### src/rtl/cascade_timer_pkg.sv
package cascade_timer_pkg;
  localparam int SEL_W = 8;
  localparam int SEL_SPAN = 1 << SEL_W;

  typedef enum logic [2:0] {
    A_CTRL   = 3'd0,
    A_RELOAD = 3'd1,
    A_COUNT  = 3'd2,
    A_CSD    = 3'd3,
    A_SEL0   = 3'd4,
    A_SEL1   = 3'd5,
    A_SEL2   = 3'd6
  } reg_addr_e;

  // bit 0 is c0_en ... bit 9 is c2_trig (first field is the MSB)
  typedef struct packed {
    logic c2_trig;
    logic c2_inv;
    logic c2_en;
    logic c1_trig;
    logic c0_trig;
    logic dual_or;
    logic c1_inv;
    logic c1_en;
    logic c0_inv;
    logic c0_en;
  } csd_cfg_t;

  typedef struct packed {
    logic stop_req;
    logic auto_deact;
    logic auto_dis;
    logic irq_en;
  } ctl_bits_t;

  // Merge two qualifier levels; a disabled qualifier imposes nothing.
  function automatic logic pair_combine(input logic en0, input logic en1,
                                        input logic v0, input logic v1,
                                        input logic use_or);
    if (en0 && en1) return use_or ? (v0 | v1) : (v0 & v1);
    if (en0) return v0;
    if (en1) return v1;
    return 1'b1;
  endfunction

  // Next count value while running: reload on zero, else step down.
  function automatic logic [63:0] next_count(input logic [63:0] cur, input logic [63:0] rl);
    return (cur == 64'd0) ? rl : cur - 64'd1;
  endfunction
endpackage

### src/rtl/cascade_path.sv
module cascade_path
  import cascade_timer_pkg::*;
#(
  parameter int SRC_N = 128
) (
  input  logic             clk,
  input  logic             rst_n,
  input  logic [SRC_N-1:0] src_bus,
  input  logic [SEL_W-1:0] sel,
  input  logic             inv,
  output logic             lvl
);
  logic [SEL_SPAN-1:0] src_ext;
  logic                picked;
  logic                sync1_q, sync2_q;

  generate
    if (SRC_N < SEL_SPAN) begin : g_pad
      assign src_ext = {{(SEL_SPAN-SRC_N){1'b0}}, src_bus};
    end else begin : g_trim
      assign src_ext = src_bus[SEL_SPAN-1:0];
    end
  endgenerate

  assign picked = src_ext[sel];

  always_ff @(posedge clk or negedge rst_n) begin
    if (!rst_n) begin
      sync1_q <= 1'b0;
      sync2_q <= 1'b0;
    end else begin
      sync1_q <= picked;
      sync2_q <= sync1_q;
    end
  end

  assign lvl = sync2_q ^ inv;
endmodule

### src/rtl/cascade_qual.sv
module cascade_qual
  import cascade_timer_pkg::*;
(
  input  csd_cfg_t   cfg,
  input  logic [2:0] lvl,
  output logic       start_ok,
  output logic       gate_ok,
  output logic       stop_lvl,
  output logic       halt_arm
);
  logic run0, run1;

  // Trigger-mode qualifiers no longer matter once running
  assign run0 = cfg.c0_trig ? 1'b1 : lvl[0];
  assign run1 = cfg.c1_trig ? 1'b1 : lvl[1];

  assign start_ok = pair_combine(cfg.c0_en, cfg.c1_en, lvl[0], lvl[1], cfg.dual_or);
  assign gate_ok  = pair_combine(cfg.c0_en, cfg.c1_en, run0, run1, cfg.dual_or);
  assign stop_lvl = cfg.c2_en & ~cfg.c2_trig & lvl[2];
  assign halt_arm = cfg.c2_en & cfg.c2_trig & lvl[2];
endmodule

### src/rtl/timer_core.sv
module timer_core
  import cascade_timer_pkg::*;
#(
  parameter int CNT_W = 16
) (
  input  logic             clk,
  input  logic             rst_n,
  input  logic             ctrl_wr,
  input  logic [4:0]       ctrl_data,
  input  logic             cnt_wr,
  input  logic [CNT_W-1:0] cnt_data,
  input  logic [CNT_W-1:0] reload,
  input  logic             start_ok,
  input  logic             gate_ok,
  input  logic             stop_lvl,
  input  logic             halt_arm,
  output logic [CNT_W-1:0] count_o,
  output logic             enable_o,
  output logic             active_o,
  output logic             timeout_o,
  output logic             irq_o
);
  logic [CNT_W-1:0] count_q;
  logic             enable_q, active_q, timeout_q, irq_q;
  ctl_bits_t        ctl_q;
  logic             stop_w, run_w, zero_hit_w, start_w, kill_w, deact_w;

  assign stop_w     = ctl_q.stop_req | stop_lvl;
  assign run_w      = enable_q & active_q & gate_ok & ~stop_w;
  assign zero_hit_w = run_w & (count_q == '0);
  assign start_w    = enable_q & ~active_q & start_ok & ~stop_w;
  assign kill_w     = zero_hit_w & (ctl_q.auto_dis | halt_arm);
  assign deact_w    = zero_hit_w & ctl_q.auto_deact;

  always_ff @(posedge clk or negedge rst_n) begin
    if (!rst_n) begin
      count_q   <= '0;
      enable_q  <= 1'b0;
      active_q  <= 1'b0;
      timeout_q <= 1'b0;
      irq_q     <= 1'b0;
      ctl_q     <= '0;
    end else begin
      timeout_q <= zero_hit_w;
      irq_q     <= zero_hit_w & ctl_q.irq_en;
      if (cnt_wr) count_q <= cnt_data;
      else if (run_w) count_q <= CNT_W'(next_count(64'(count_q), 64'(reload)));
      if (ctrl_wr) begin
        ctl_q    <= ctl_bits_t'(ctrl_data[4:1]);
        enable_q <= ctrl_data[0];
        active_q <= ctrl_data[0] ? active_q : 1'b0;
      end else begin
        if (kill_w) enable_q <= 1'b0;
        if (kill_w || deact_w) active_q <= 1'b0;
        else if (start_w) active_q <= 1'b1;
      end
    end
  end

  assign count_o   = count_q;
  assign enable_o  = enable_q;
  assign active_o  = active_q;
  assign timeout_o = timeout_q;
  assign irq_o     = irq_q;


  step_down_chk: assert property (@(posedge clk) disable iff (!rst_n)
    $past(run_w && count_q != '0 && !cnt_wr) |-> count_q == $past(count_q) - 1'b1);

  timeout_at_zero_chk: assert property (@(posedge clk) disable iff (!rst_n)
    timeout_q |-> $past(count_q == '0));

  irq_with_timeout_chk: assert property (@(posedge clk) disable iff (!rst_n)
    irq_q |-> timeout_q);

  auto_disable_chk: assert property (@(posedge clk) disable iff (!rst_n)
    $past(zero_hit_w && ctl_q.auto_dis && !ctrl_wr) |-> !enable_q && !active_q);

  auto_deact_chk: assert property (@(posedge clk) disable iff (!rst_n)
    $past(zero_hit_w && ctl_q.auto_deact && !ctl_q.auto_dis && !halt_arm && !ctrl_wr)
    |-> enable_q && !active_q);

  hold_chk: assert property (@(posedge clk) disable iff (!rst_n)
    $past(!run_w && !cnt_wr) |-> $stable(count_q));
endmodule

### src/rtl/cascade_timer.sv
module cascade_timer
  import cascade_timer_pkg::*;
#(
  parameter int CNT_W = 16,
  parameter int SRC_N = 128
) (
  input  logic             clk,
  input  logic             rst_n,
  input  logic             wr_en,
  input  logic [2:0]       wr_addr,
  input  logic [CNT_W-1:0] wr_data,
  input  logic [SRC_N-1:0] src_bus,
  output logic [CNT_W-1:0] count_o,
  output logic             enable_o,
  output logic             active_o,
  output logic             timeout_o,
  output logic             irq_o
);
  localparam int N_CSD = 3;

  logic [CNT_W-1:0] reload_q;
  csd_cfg_t         csd_q;
  logic [SEL_W-1:0] sel_q [N_CSD];
  logic [N_CSD-1:0] inv_w, lvl_w;
  logic             start_ok_w, gate_ok_w, stop_lvl_w, halt_arm_w;
  logic             ctrl_wr_w, cnt_wr_w;

  assign ctrl_wr_w = wr_en && (wr_addr == A_CTRL);
  assign cnt_wr_w  = wr_en && (wr_addr == A_COUNT);

  always_ff @(posedge clk or negedge rst_n) begin
    if (!rst_n) begin
      reload_q <= '0;
      csd_q    <= '0;
    end else if (wr_en) begin
      if (wr_addr == A_RELOAD) reload_q <= wr_data;
      if (wr_addr == A_CSD) csd_q <= csd_cfg_t'(wr_data[9:0]);
    end
  end

  assign inv_w = {csd_q.c2_inv, csd_q.c1_inv, csd_q.c0_inv};

  for (genvar k = 0; k < N_CSD; k++) begin : g_csd
    always_ff @(posedge clk or negedge rst_n) begin
      if (!rst_n) sel_q[k] <= '0;
      else if (wr_en && (wr_addr == 3'(A_SEL0 + k))) sel_q[k] <= wr_data[SEL_W-1:0];
    end

    cascade_path #(.SRC_N(SRC_N)) u_path (
      .clk     (clk),
      .rst_n   (rst_n),
      .src_bus (src_bus),
      .sel     (sel_q[k]),
      .inv     (inv_w[k]),
      .lvl     (lvl_w[k])
    );
  end

  cascade_qual u_qual (
    .cfg      (csd_q),
    .lvl      (lvl_w),
    .start_ok (start_ok_w),
    .gate_ok  (gate_ok_w),
    .stop_lvl (stop_lvl_w),
    .halt_arm (halt_arm_w)
  );

  timer_core #(.CNT_W(CNT_W)) u_core (
    .clk       (clk),
    .rst_n     (rst_n),
    .ctrl_wr   (ctrl_wr_w),
    .ctrl_data (wr_data[4:0]),
    .cnt_wr    (cnt_wr_w),
    .cnt_data  (wr_data),
    .reload    (reload_q),
    .start_ok  (start_ok_w),
    .gate_ok   (gate_ok_w),
    .stop_lvl  (stop_lvl_w),
    .halt_arm  (halt_arm_w),
    .count_o   (count_o),
    .enable_o  (enable_o),
    .active_o  (active_o),
    .timeout_o (timeout_o),
    .irq_o     (irq_o)
  );


  active_needs_enable_chk: assert property (@(posedge clk) disable iff (!rst_n)
    active_o |-> enable_o);
endmodule

### config.mk
export PLATFORM = sky130hd
export DESIGN_NAME = cascade_timer
export DESIGN_NICKNAME = d
export VERILOG_FILES = /design/src/rtl/cascade_timer_pkg.sv /design/src/rtl/cascade_path.sv /design/src/rtl/cascade_qual.sv /design/src/rtl/timer_core.sv /design/src/rtl/cascade_timer.sv
export SDC_FILE = /design/constraint.sdc
export NUM_CORES = 1
export LEC_CHECK = 0
export BUFFER_PORTS_ARGS = -buffer_cell sky130_fd_sc_hd__buf_4
export CAP_MARGIN = 20
export CORE_MARGIN = 5
export CORE_UTILIZATION = 25
export CTS_CLUSTER_SIZE = 40
export DETAILED_ROUTE_END_ITERATION = 12
export SYNTH_ARGS = -nofsm -noshare
export SYNTH_HDL_FRONTEND = slang
export SYNTH_SLANG_ARGS = --single-unit
export TNS_END_PERCENT = 1
### constraint.sdc
create_clock -name clk -period 4.4 [get_ports clk]
set_input_delay 0.66 -clock clk [delete_from_list [all_inputs] [get_ports clk]]
set_output_delay 0.66 -clock clk [all_outputs]
set_load 0.02 [all_outputs]
# Yosys cells after proc, flatten, opt, wreduce, memory -nomap -nowiden
# Cells that the tools add are included.
totals:
  regBits: 80
  input_bits: 150
  output_inout_bits: 20
  word_cells: 118
classes:
  addsub: 1
  magnitude_cmp: 3
  eq_ne: 7
  n_mux: 37
  n_bitwise: 26
  reduce_logical: 15
ops:
  columns: ["cell", "count"]
  rows:
  - ["$mux W16", 3]
  - ["$mux W1", 31]
  - ["$lt A8 B9 Y1 const B", 3]
  - ["$bmux W1 S8", 3]
  - ["$and A1 B1 Y1", 16]
  - ["$logic_not A16 Y1", 1]
  - ["$sub A16 B1 Y16 const B", 1]
  - ["$eq A3 B3 Y1 const B", 3]
  - ["$eq A3 B2 Y1 const B", 2]
  - ["$logic_and A1 B1 Y1", 6]
  - ["$reduce_and A2 Y1", 3]
  - ["$or A1 B1 Y1", 4]
  - ["$reduce_bool A2 Y1", 2]
  - ["$eq A3 B1 Y1 const B", 1]
  - ["$logic_not A3 Y1", 1]
  - ["$not A1 Y1", 3]
  - ["$reduce_bool A3 Y1", 1]
  - ["$xor A1 B1 Y1", 3]
  - ["$ne A2 B2 Y1 const B", 1]
  - ["$logic_or A1 B1 Y1", 1]

# Logic depth before layout (Yosys ltp)
# Gate-level depths: netlist of the first run.
depth:
  ltp_word: 17
  mapped_depth: 9
  depth_no_buf: 8

# Cells and area by module
# Synthesis of the first run repeated with hierarchy kept, for this count alone.
unflattened:
  hier_cells: 674
  area_unflattened_um2: 7601.0
modules_own_cells:
  columns: ["mod", "instances", "cells_each", "area_per_inst_um2", "seq_area_each_um2"]
  rows:
  - ["cascade_path", 3, 121, 1335.0, 50.0]
  - ["cascade_timer", 1, 111, 1951.9, 1251.2]
  - ["timer_core", 1, 187, 1570.3, 600.6]
  - ["cascade_qual", 1, 13, 73.8, 0.0]

# Least setup slack after synthesis of the first run
# No wires, ideal clock.
synth_path:
  path_type: "register to register"
  start: "register u_core.count_q[0], in the netlist u_core.count_o[0]"
  end: "register u_core.count_q[8], in the netlist u_core.count_o[8]"
  setup_ps: 137
  arrival_ps: 2136
  t_required_ps: 4263
  path_slack_ps: 2128
  stages_incl_launch_ff: 10
  n_path_buf: 1
  period_less_slack_ps: 2272
  cell_sequence: "dfrtp_1 -> inv_1 -> ha_1 -> or4b_4 -> nor3_4 -> nand3_4 -> buf_6 -> o21ba_1 -> mux2i_1 -> a21oi_1"
synth_via:
  elab_chain_cells: 4
  elab_cells_between_ends: 5
  classes_between: "1 x add/sub; 3 x mux; 1 x reduce/logical"
synth_lines:
  columns: ["element", "line", "text"]
  rows:
  - ["from (decl)", "timer_core.sv:23", "logic [CNT_W-1:0] count_q;"]
  - ["from (signal assigned)", "timer_core.sv:46", "if (cnt_wr) count_q <= cnt_data;"]
  - ["from (signal assigned)", "timer_core.sv:47", "else if (run_w) count_q <= CNT_W'(next_count(64'(count_q), 64'(reload)));"]
  - ["$sub A16 B1 Y16 or $logic_not A16 Y1 (tied branches)", "cascade_timer_pkg.sv:48", "return (cur == 64'd0) ? rl : cur - 64'd1;"]
  - ["$mux W16 *", "cascade_timer_pkg.sv:48", null]
  - ["$mux W16 *", "timer_core.sv:47", null]
  - ["$mux W16 *", "timer_core.sv:46", null]
# Every way passes the cells marked *; elsewhere a longest branch is shown, timed or not. The select of a mux whose other input is x is not followed.
# A chain may end at the register's enable or synchronous reset.

# Worst setup path in the final report of the first run
layout_path:
  start: "register sel_q[8] in the netlist's numbering"
  end: "register g_csd[1].u_path.sync1_q"
layout_via:
  elab_chain_cells: 2
layout_lines:
  columns: ["element", "line", "text"]
  rows:
  - ["from (decl)", "cascade_timer.sv:23", "logic [SEL_W-1:0] sel_q [N_CSD];"]
  - ["from (signal, indexed assignment)", "cascade_timer.sv:46", "else if (wr_en && (wr_addr == 3'(A_SEL0 + k))) sel_q[k] <= wr_data[SEL_W-1:0];"]
  - ["$bmux W1 S8", "cascade_path.sv:25", "assign picked = src_ext[sel];"]
  - ["$mux W1 (not written as such)", "cascade_path.sv:25", null]
  - ["named net g_csd[1].u_path.picked", "cascade_path.sv:14", "logic picked;"]
  - ["to (signal assigned)", "cascade_path.sv:32", "sync1_q <= picked;"]
  - ["to (decl)", "cascade_path.sv:15", "logic sync1_q, sync2_q;"]
# The timed path passes the listed nets, and every way through them passes these cells. The select of a mux whose other input is x is not followed.

==> flow_summary.json, run 1 <==
{
  "r2r_cells": 7,
  "syn_area_mm2": 0.00738,
  "min_period_ns": 2.86,
  "synth_flop_cell": "dfrtp_1",
  "num_rows": 62,
  "cp.arrival_ns": 3.09,
  "synth_cells": 663,
  "grt_max_degree": 81,
  "dieArea_mm2": 0.0330,
  "ctsResizeCount": 0,
  "grt_pass1_vias": 6698,
  "p_leak_nw": 3.76,
  "slowest_delay_ns": 1.04,
  "fin_nets": 956,
  "cts.reportedPaths.clkPinSlew_ns": 0.07,
  "globalRouteOverflowTotal": 0,
  "cts.sinks": 80,
  "fp.dieW_um": 182,
  "p_per_area_mw_per_mm2": 414,
  "fillCellCount": 2933,
  "r2r-start": "sel_q[8]$_DFFE_PN0P_",
  "wire_per_inst_um": 20.6,
  "fin_area_mm2": 0.00914,
  "routed-via-count": 6352,
  "hold_class": "in -> async",
  "drive_gt1_share_pct": 42.5,
  "cp_data_required_time_ns": 4.62,
  "cts-hold-fix-buffers": 0,
  "cts_tree": "done",
  "worst_slack_ns": 1.54,
  "io_buffers": 169,
  "grt_pass1_wl_um": 38400,
  "critPathLaunchType": "flip-flop",
  "detailed_place_hpwl_um": 18700,
  "path_class": "reg -> reg",
  "seq_area_frac_synth_pct": 27.1,
  "maxCapViolations": 0,
  "ant_nets": 0,
  "synth_nets": 814,
  "placed_cell_area_mm2": 0.00880,
  "route.detailed.drc": 0,
  "slowest_stage": "dfrtp_1",
  "crit_path_end_kind": "flip-flop",
  "fin_setup_tns_ns": 0,
  "start_util_pct": 25.5,
  "numCtsBuffers": 9,
  "status": "finished clean",
  "crit_fanout": 18,
  "async_flop_share_pct": 100,
  "finalSetupViolCount": 0,
  "antenna_found_initial": 1,
  "rsz0062_at_grt": "no",
  "htreeDepth": 3,
  "grt_use_total_pct": 14.5,
  "core_area_mm2": 0.0289,
  "reg2reg_to": "g_csd[1].u_path.sync1_q$_DFF_PN0_",
  "worstSetupStartpoint": "sel_q[8]$_DFFE_PN0P_",
  "vdd_ir_drop_max_mv": 0.208,
  "io-pin-count": 170,
  "multi_input_area_mm2": 0.00492,
  "fin_worst_skew_ns": 0.0107,
  "crit_chain": "buf_4, nor3b_2, a221oi_1, a22oi_1, nor2_1, or4_1, o41ai_1",
  "synth_edf_count": 0,
  "synth-seq-cells": 80,
  "post-route-period-util_pct": 65.1,
  "fmax_ghz": 0.349,
  "rrSetupSlack_ns": 1.54,
  "yosys_warnings": 0,
  "instances_no_fill": 1194,
  "place_ws_ns": 1.58,
  "cts_setup_buffers": 0,
  "postSynthAreaPerCell_um2": 11.1,
  "first_iter_violations": 457,
  "vias_per_cell": 5.32,
  "insertion_delay_ns": 0.35,
  "synthToLayoutAreaGrowth_pct": 23.9,
  "seq_area_mm2": 0.00201,
  "cts_root_buffer": "clkbuf_16",
  "place.gp.congestion": 0.888,
  "diodes": 0,
  "firstDrtPassIters": 5,
  "worstMarginPinSlew_ns": 1.05,
  "synth_cell_types": 66,
  "hold_violations": 0,
  "die_h_um": 182,
  "whs_ns": 0.241,
  "clk_path_buf_depth": 2,
  "wl_um": 24500,
  "dp_cells": 1177,
  "slew_headroom_pct": 29.8,
  "slew_violations": 0
}
==> per-stage QoR <==
step / power [mW] / util, %
after floorplan: 2.47 / -
after global placement: 3.00 / 30.4
after detailed placement: 3.02 / 30.4
after CTS: 3.80 / 31.5
after global routing: 4.01 / 31.6
final: 3.78 / 31.6
==> cell usage after synthesis (3+ instances only) <==
cell type	number	area share, %
mux2_2	76	12
nor3b_2	3	0.51
o31ai_1	3	0.31
mux2i_1	48	6.5
inv_1	17	0.87
nor2b_1	15	1.3
and2_1	6	0.51
nor2_1	30	1.5
o21ai_0	10	0.68
nand3_1	36	2.4
buf_4	13	1.3
mux4_1	22	7.8
o21ai_1	4	0.27
and3_1	4	0.34
o211ai_1	7	0.71
mux4_2	41	13
a31oi_1	13	1.1
nor3_1	4	0.27
nand2b_1	7	0.59
a2111oi_2	4	0.81
clkbuf_1	9	0.46
or4_1	4	0.41
nand4_1	6	0.51
nor3_2	6	0.81
a211oi_1	3	0.31
a22oi_1	25	2.5
o41ai_1	4	0.47
buf_8	3	0.61
o2111ai_1	5	0.59
o31ai_2	5	0.85
buf_6	11	1.7
a21oi_1	21	1.4
nand2_1	60	3.1
a221oi_1	9	1.1
buf_2	5	0.34
dfrtp_1	80	27
or2_2	3	0.25
==> area by class of cell <==
cell class / count / share of cell area (%)
sequential: 80 / 21.9
multi-input combinational: 519 / 53.9
tap: 384 / 5.26
clock buffer: 10 / 2.62
timing repair buffer: 178 / 14.8
inverter: 17 / 0.698
clock inverter: 6 / 0.753
==> kinds of logic (layout without fill, tap and decap cells) <==
| family | count (synthesis) | in the layout | synth area share [%] |
|---|---|---|---|
| AOI/OAI and AO/OA | 130 | 130 | 13.2 |
| muxes | 187 | 187 | 38.5 |
| buffers and inverters | 64 | 211 | 6.26 |
| and+or+nand+nor | 198 | 198 | 14.4 |
| xor gates and xnor gates | 3 | 3 | 0.356 |
| DFF | 80 | 80 | 27.1 |
| adders and majority gates | 1 | 1 | 0.170 |
==> registers in the layout, indices dropped and copies added (netlist names), 3 cells and up <==
signal,cells
u_core.count_o,16
reload_q,16
csd_q,10
g_csd.u_path.sync2_q,3
g_csd.u_path.sync1_q,3
sel_q,24
u_core.ctl_q,4
==> how the worst max path moves through the flow <==
stage | endpoint | slack [ns] | depth (start not counted)
2_1_floorplan | u_core.count_o[8]$_DFFE_PN0P_ | 2.13 | 9
3_3_place_gp | g_csd[1].u_path.sync1_q$_DFF_PN0_ | 1.66 | 7
3_5_place_dp | g_csd[1].u_path.sync1_q$_DFF_PN0_ | 1.58 | 7
4_1_cts | g_csd[1].u_path.sync1_q$_DFF_PN0_ | 1.57 | 7
5_1_grt | g_csd[1].u_path.sync1_q$_DFF_PN0_ | 1.40 | 7
6_report | g_csd[1].u_path.sync1_q$_DFF_PN0_ | 1.54 | 7
==> worst max-delay path, delay by kind of cell, from the launching register on <==
family	cells	cell delay [ns]
DFF	1	1.04
and+or+nand+nor	3	0.85
AOI/OAI and AO/OA	3	0.46
buffers and inverters	1	0.40
==> per-layer routing <==
| metal | vias up | GRT usage (%) | part of all wire [%] | routed length (um) |
|---|---|---|---|---|
| li1 | 2914 | - | - | - |
| met1 | 3225 | 18.3 | 42 | 10300 |
| met2 | 167 | 24.7 | 50 | 12200 |
| met3 | 44 | 3.10 | 5.5 | 1350 |
| met4 | 2 | 4.71 | 2.7 | 667 |
| met5 | - | 0 | 0.029 | 7 |
==> layout by cell type, fill, tap and decap left out, types with 10 or more instances in the layout <==
cell | synthesis | final
a21oi_1 | 21 | 21
a22oi_1 | 25 | 25
a31oi_1 | 13 | 13
buf_4 | 13 | 177
dfrtp_1 | 80 | 77
inv_1 | 17 | 17
mux2_2 | 76 | 76
mux2i_1 | 48 | 48
mux4_1 | 22 | 22
mux4_2 | 41 | 41
nand2_1 | 60 | 60
nand3_1 | 36 | 36
nor2_1 | 30 | 30
nor2b_1 | 15 | 15
o21ai_0 | 10 | 10
==> power by group <==
group          switching (mW)  leakage [nW]  internal, mW  total [mW]
registers               0.393         0.956         0.925        1.32
clock network           0.309         0.137         0.456       0.764
logic                   0.806          2.67         0.892        1.70
No activity file was read; power rests on OpenSTA's default activity.
==> run 2: changes to the inputs <==
==> constraint.sdc (replaced) <==
create_clock -name clk -period 2.8 [get_ports clk]
set_input_delay 0.42 -clock clk [delete_from_list [all_inputs] [get_ports clk]]
set_output_delay 0.42 -clock clk [all_outputs]
set_load 0.02 [all_outputs]
==> flow_summary.json, run 2 (synthesized netlist as in run 1, its figures left out) <==
{
  "instances_no_fill": 1211,
  "start_util_pct": 25.5,
  "fin_nets": 973,
  "fmax_ghz": 0.398,
  "p_leak_nw": 3.86,
  "path_class": "reg -> reg",
  "top_register": "sel_q",
  "status": "finished clean",
  "numCtsBuffers": 9,
  "wl_um": 24400,
  "grt_max_degree": 39,
  "final_cell_mix": "191 x buf_4, 77 x dfrtp_1, 76 x mux2_2",
  "crit_fanout": 24,
  "routed-via-count": 6418,
  "dieArea_mm2": 0.0330,
  "p_per_area_mw_per_mm2": 650,
  "hold_violations": 0,
  "wire_per_inst_um": 20.2,
  "globalRouteOverflowTotal": 0,
  "grt_use_met1_pct": 17.8,
  "hold_class": "in -> async",
  "vias_per_cell": 5.30,
  "place.gp.congestion": 0.886,
  "cts_tree": "done",
  "firstDrtPassIters": 7,
  "htreeDepth": 3,
  "antenna_found_initial": 0,
  "dp_cells": 1195,
  "critPathLaunchType": "flip-flop",
  "cts_root_buffer": "clkbuf_16",
  "crit_path_end_kind": "flip-flop",
  "grt_util_met2_pct": 24.1,
  "cts.sinks": 80,
  "vdd_ir_drop_max_mv": 0.340,
  "ant_nets": 0,
  "cp.arrival_ns": 2.69,
  "io_buffers": 169,
  "min_period_ns": 2.51,
  "core_area_mm2": 0.0289,
  "placed_cell_area_mm2": 0.00898,
  "die_h_um": 182,
  "maxCapViolations": 0,
  "detailed_place_hpwl_um": 19100,
  "grt_use_total_pct": 14.4,
  "cts_setup_buffers": 0,
  "use_met3_pct": 3.50,
  "place_ws_ns": 0.287,
  "drive_gt1_share_pct": 43.7,
  "cts.reportedPaths.clkPinSlew_ns": 0.06,
  "ctsResizeCount": 0,
  "globalRoute.busiestLayer": "met2",
  "synthToLayoutAreaGrowth_pct": 25.9,
  "cp_data_required_time_ns": 2.98,
  "diodes": 0,
  "slew_headroom_pct": 48.8,
  "clk_path_buf_depth": 2,
  "layout_commonest_cell": "buf_4",
  "finalSetupViolCount": 0,
  "slew_violations": 0,
  "grt_pass1_wl_um": 37800,
  "fin_setup_tns_ns": 0,
  "route.detailed.drc": 0,
  "grt_pass1_vias": 6719,
  "utilization_pct": 32.1,
  "worst_slack_ns": 0.290,
  "fp.dieW_um": 182,
  "fin_worst_skew_ns": 0.00624,
  "worstMarginPinSlew_ns": 0.766,
  "num_rows": 62,
  "largest_reg_flops": 24,
  "cts-hold-fix-buffers": 0,
  "rsz0062_at_grt": "no",
  "io-pin-count": 170,
  "fin_area_mm2": 0.00928,
  "insertion_delay_ns": 0.34,
  "post-route-period-util_pct": 89.6,
  "first_iter_violations": 461
}
[run 2: through the flow]
step / hold WS, ns / total power, mW
floorplan: 0.124 / 3.88
global placement: 0.335 / 4.82
detailed placement: 0.349 / 4.85
CTS: 0.0519 / 6.06
global route: 0.0729 / 6.40
finish: 0.0384 / 6.04
[run 2: path summary, 6_finish.rpt]
kind                                                         from                                 to  slack, ns  cells past startpoint
worst max-delay path                u_core.count_o[0]$_DFFE_PN0P_     u_core.count_o[10]$_DFFE_PN0P_       0.29                      8
worst min-delay path                                        rst_n            reload_q[8]$_DFFE_PN0P_       0.04                      1
worst max register to register      u_core.count_o[0]$_DFFE_PN0P_     u_core.count_o[10]$_DFFE_PN0P_       0.29                      8
worst min register to register  g_csd[2].u_path.sync1_q$_DFF_PN0_  g_csd[2].u_path.sync2_q$_DFF_PN0_       0.36                      0
max in group asynchronous                                   rst_n            reload_q[5]$_DFFE_PN0P_       2.13                      2
min in group clk                                      wr_data[11]     u_core.count_o[11]$_DFFE_PN0P_       0.30                      3
[run 2: critical path: stages, from the launching register on]
cell,delay (ns)
dfrtp_1,0.42
inv_1,0.09
ha_1,0.21
or4b_4,0.51
nor3_4,0.29
nand3_4,0.33
o21ba_1,0.28
mux2i_1,0.14
a21oi_1,0.09
[run 2: area by class of cell]
class,instances,area [um2]
Fill cell,2895,19700
Multi-Input combinational cell,519,4920
Sequential cell,80,2010
Timing Repair Buffer,195,1510
Tap cell,384,480
Clock buffer,9,225
Clock inverter,7,77.6
Inverter,17,63.8
[run 2: power breakdown]
part / total [mW] / internal, mW / switching (mW) / leakage, nW
clock: 1.19 / 0.700 / 0.494 / 0.147
sequential: 1.95 / 1.46 / 0.493 / 0.956
combinational: 2.89 / 1.49 / 1.40 / 2.76
[run 2: per-layer routing]
metal,up-vias,part of all wire (%)
met5,-,0
met4,0,3.3
met3,49,6.9
met2,236,49
met1,3176,41
li1,2957,-
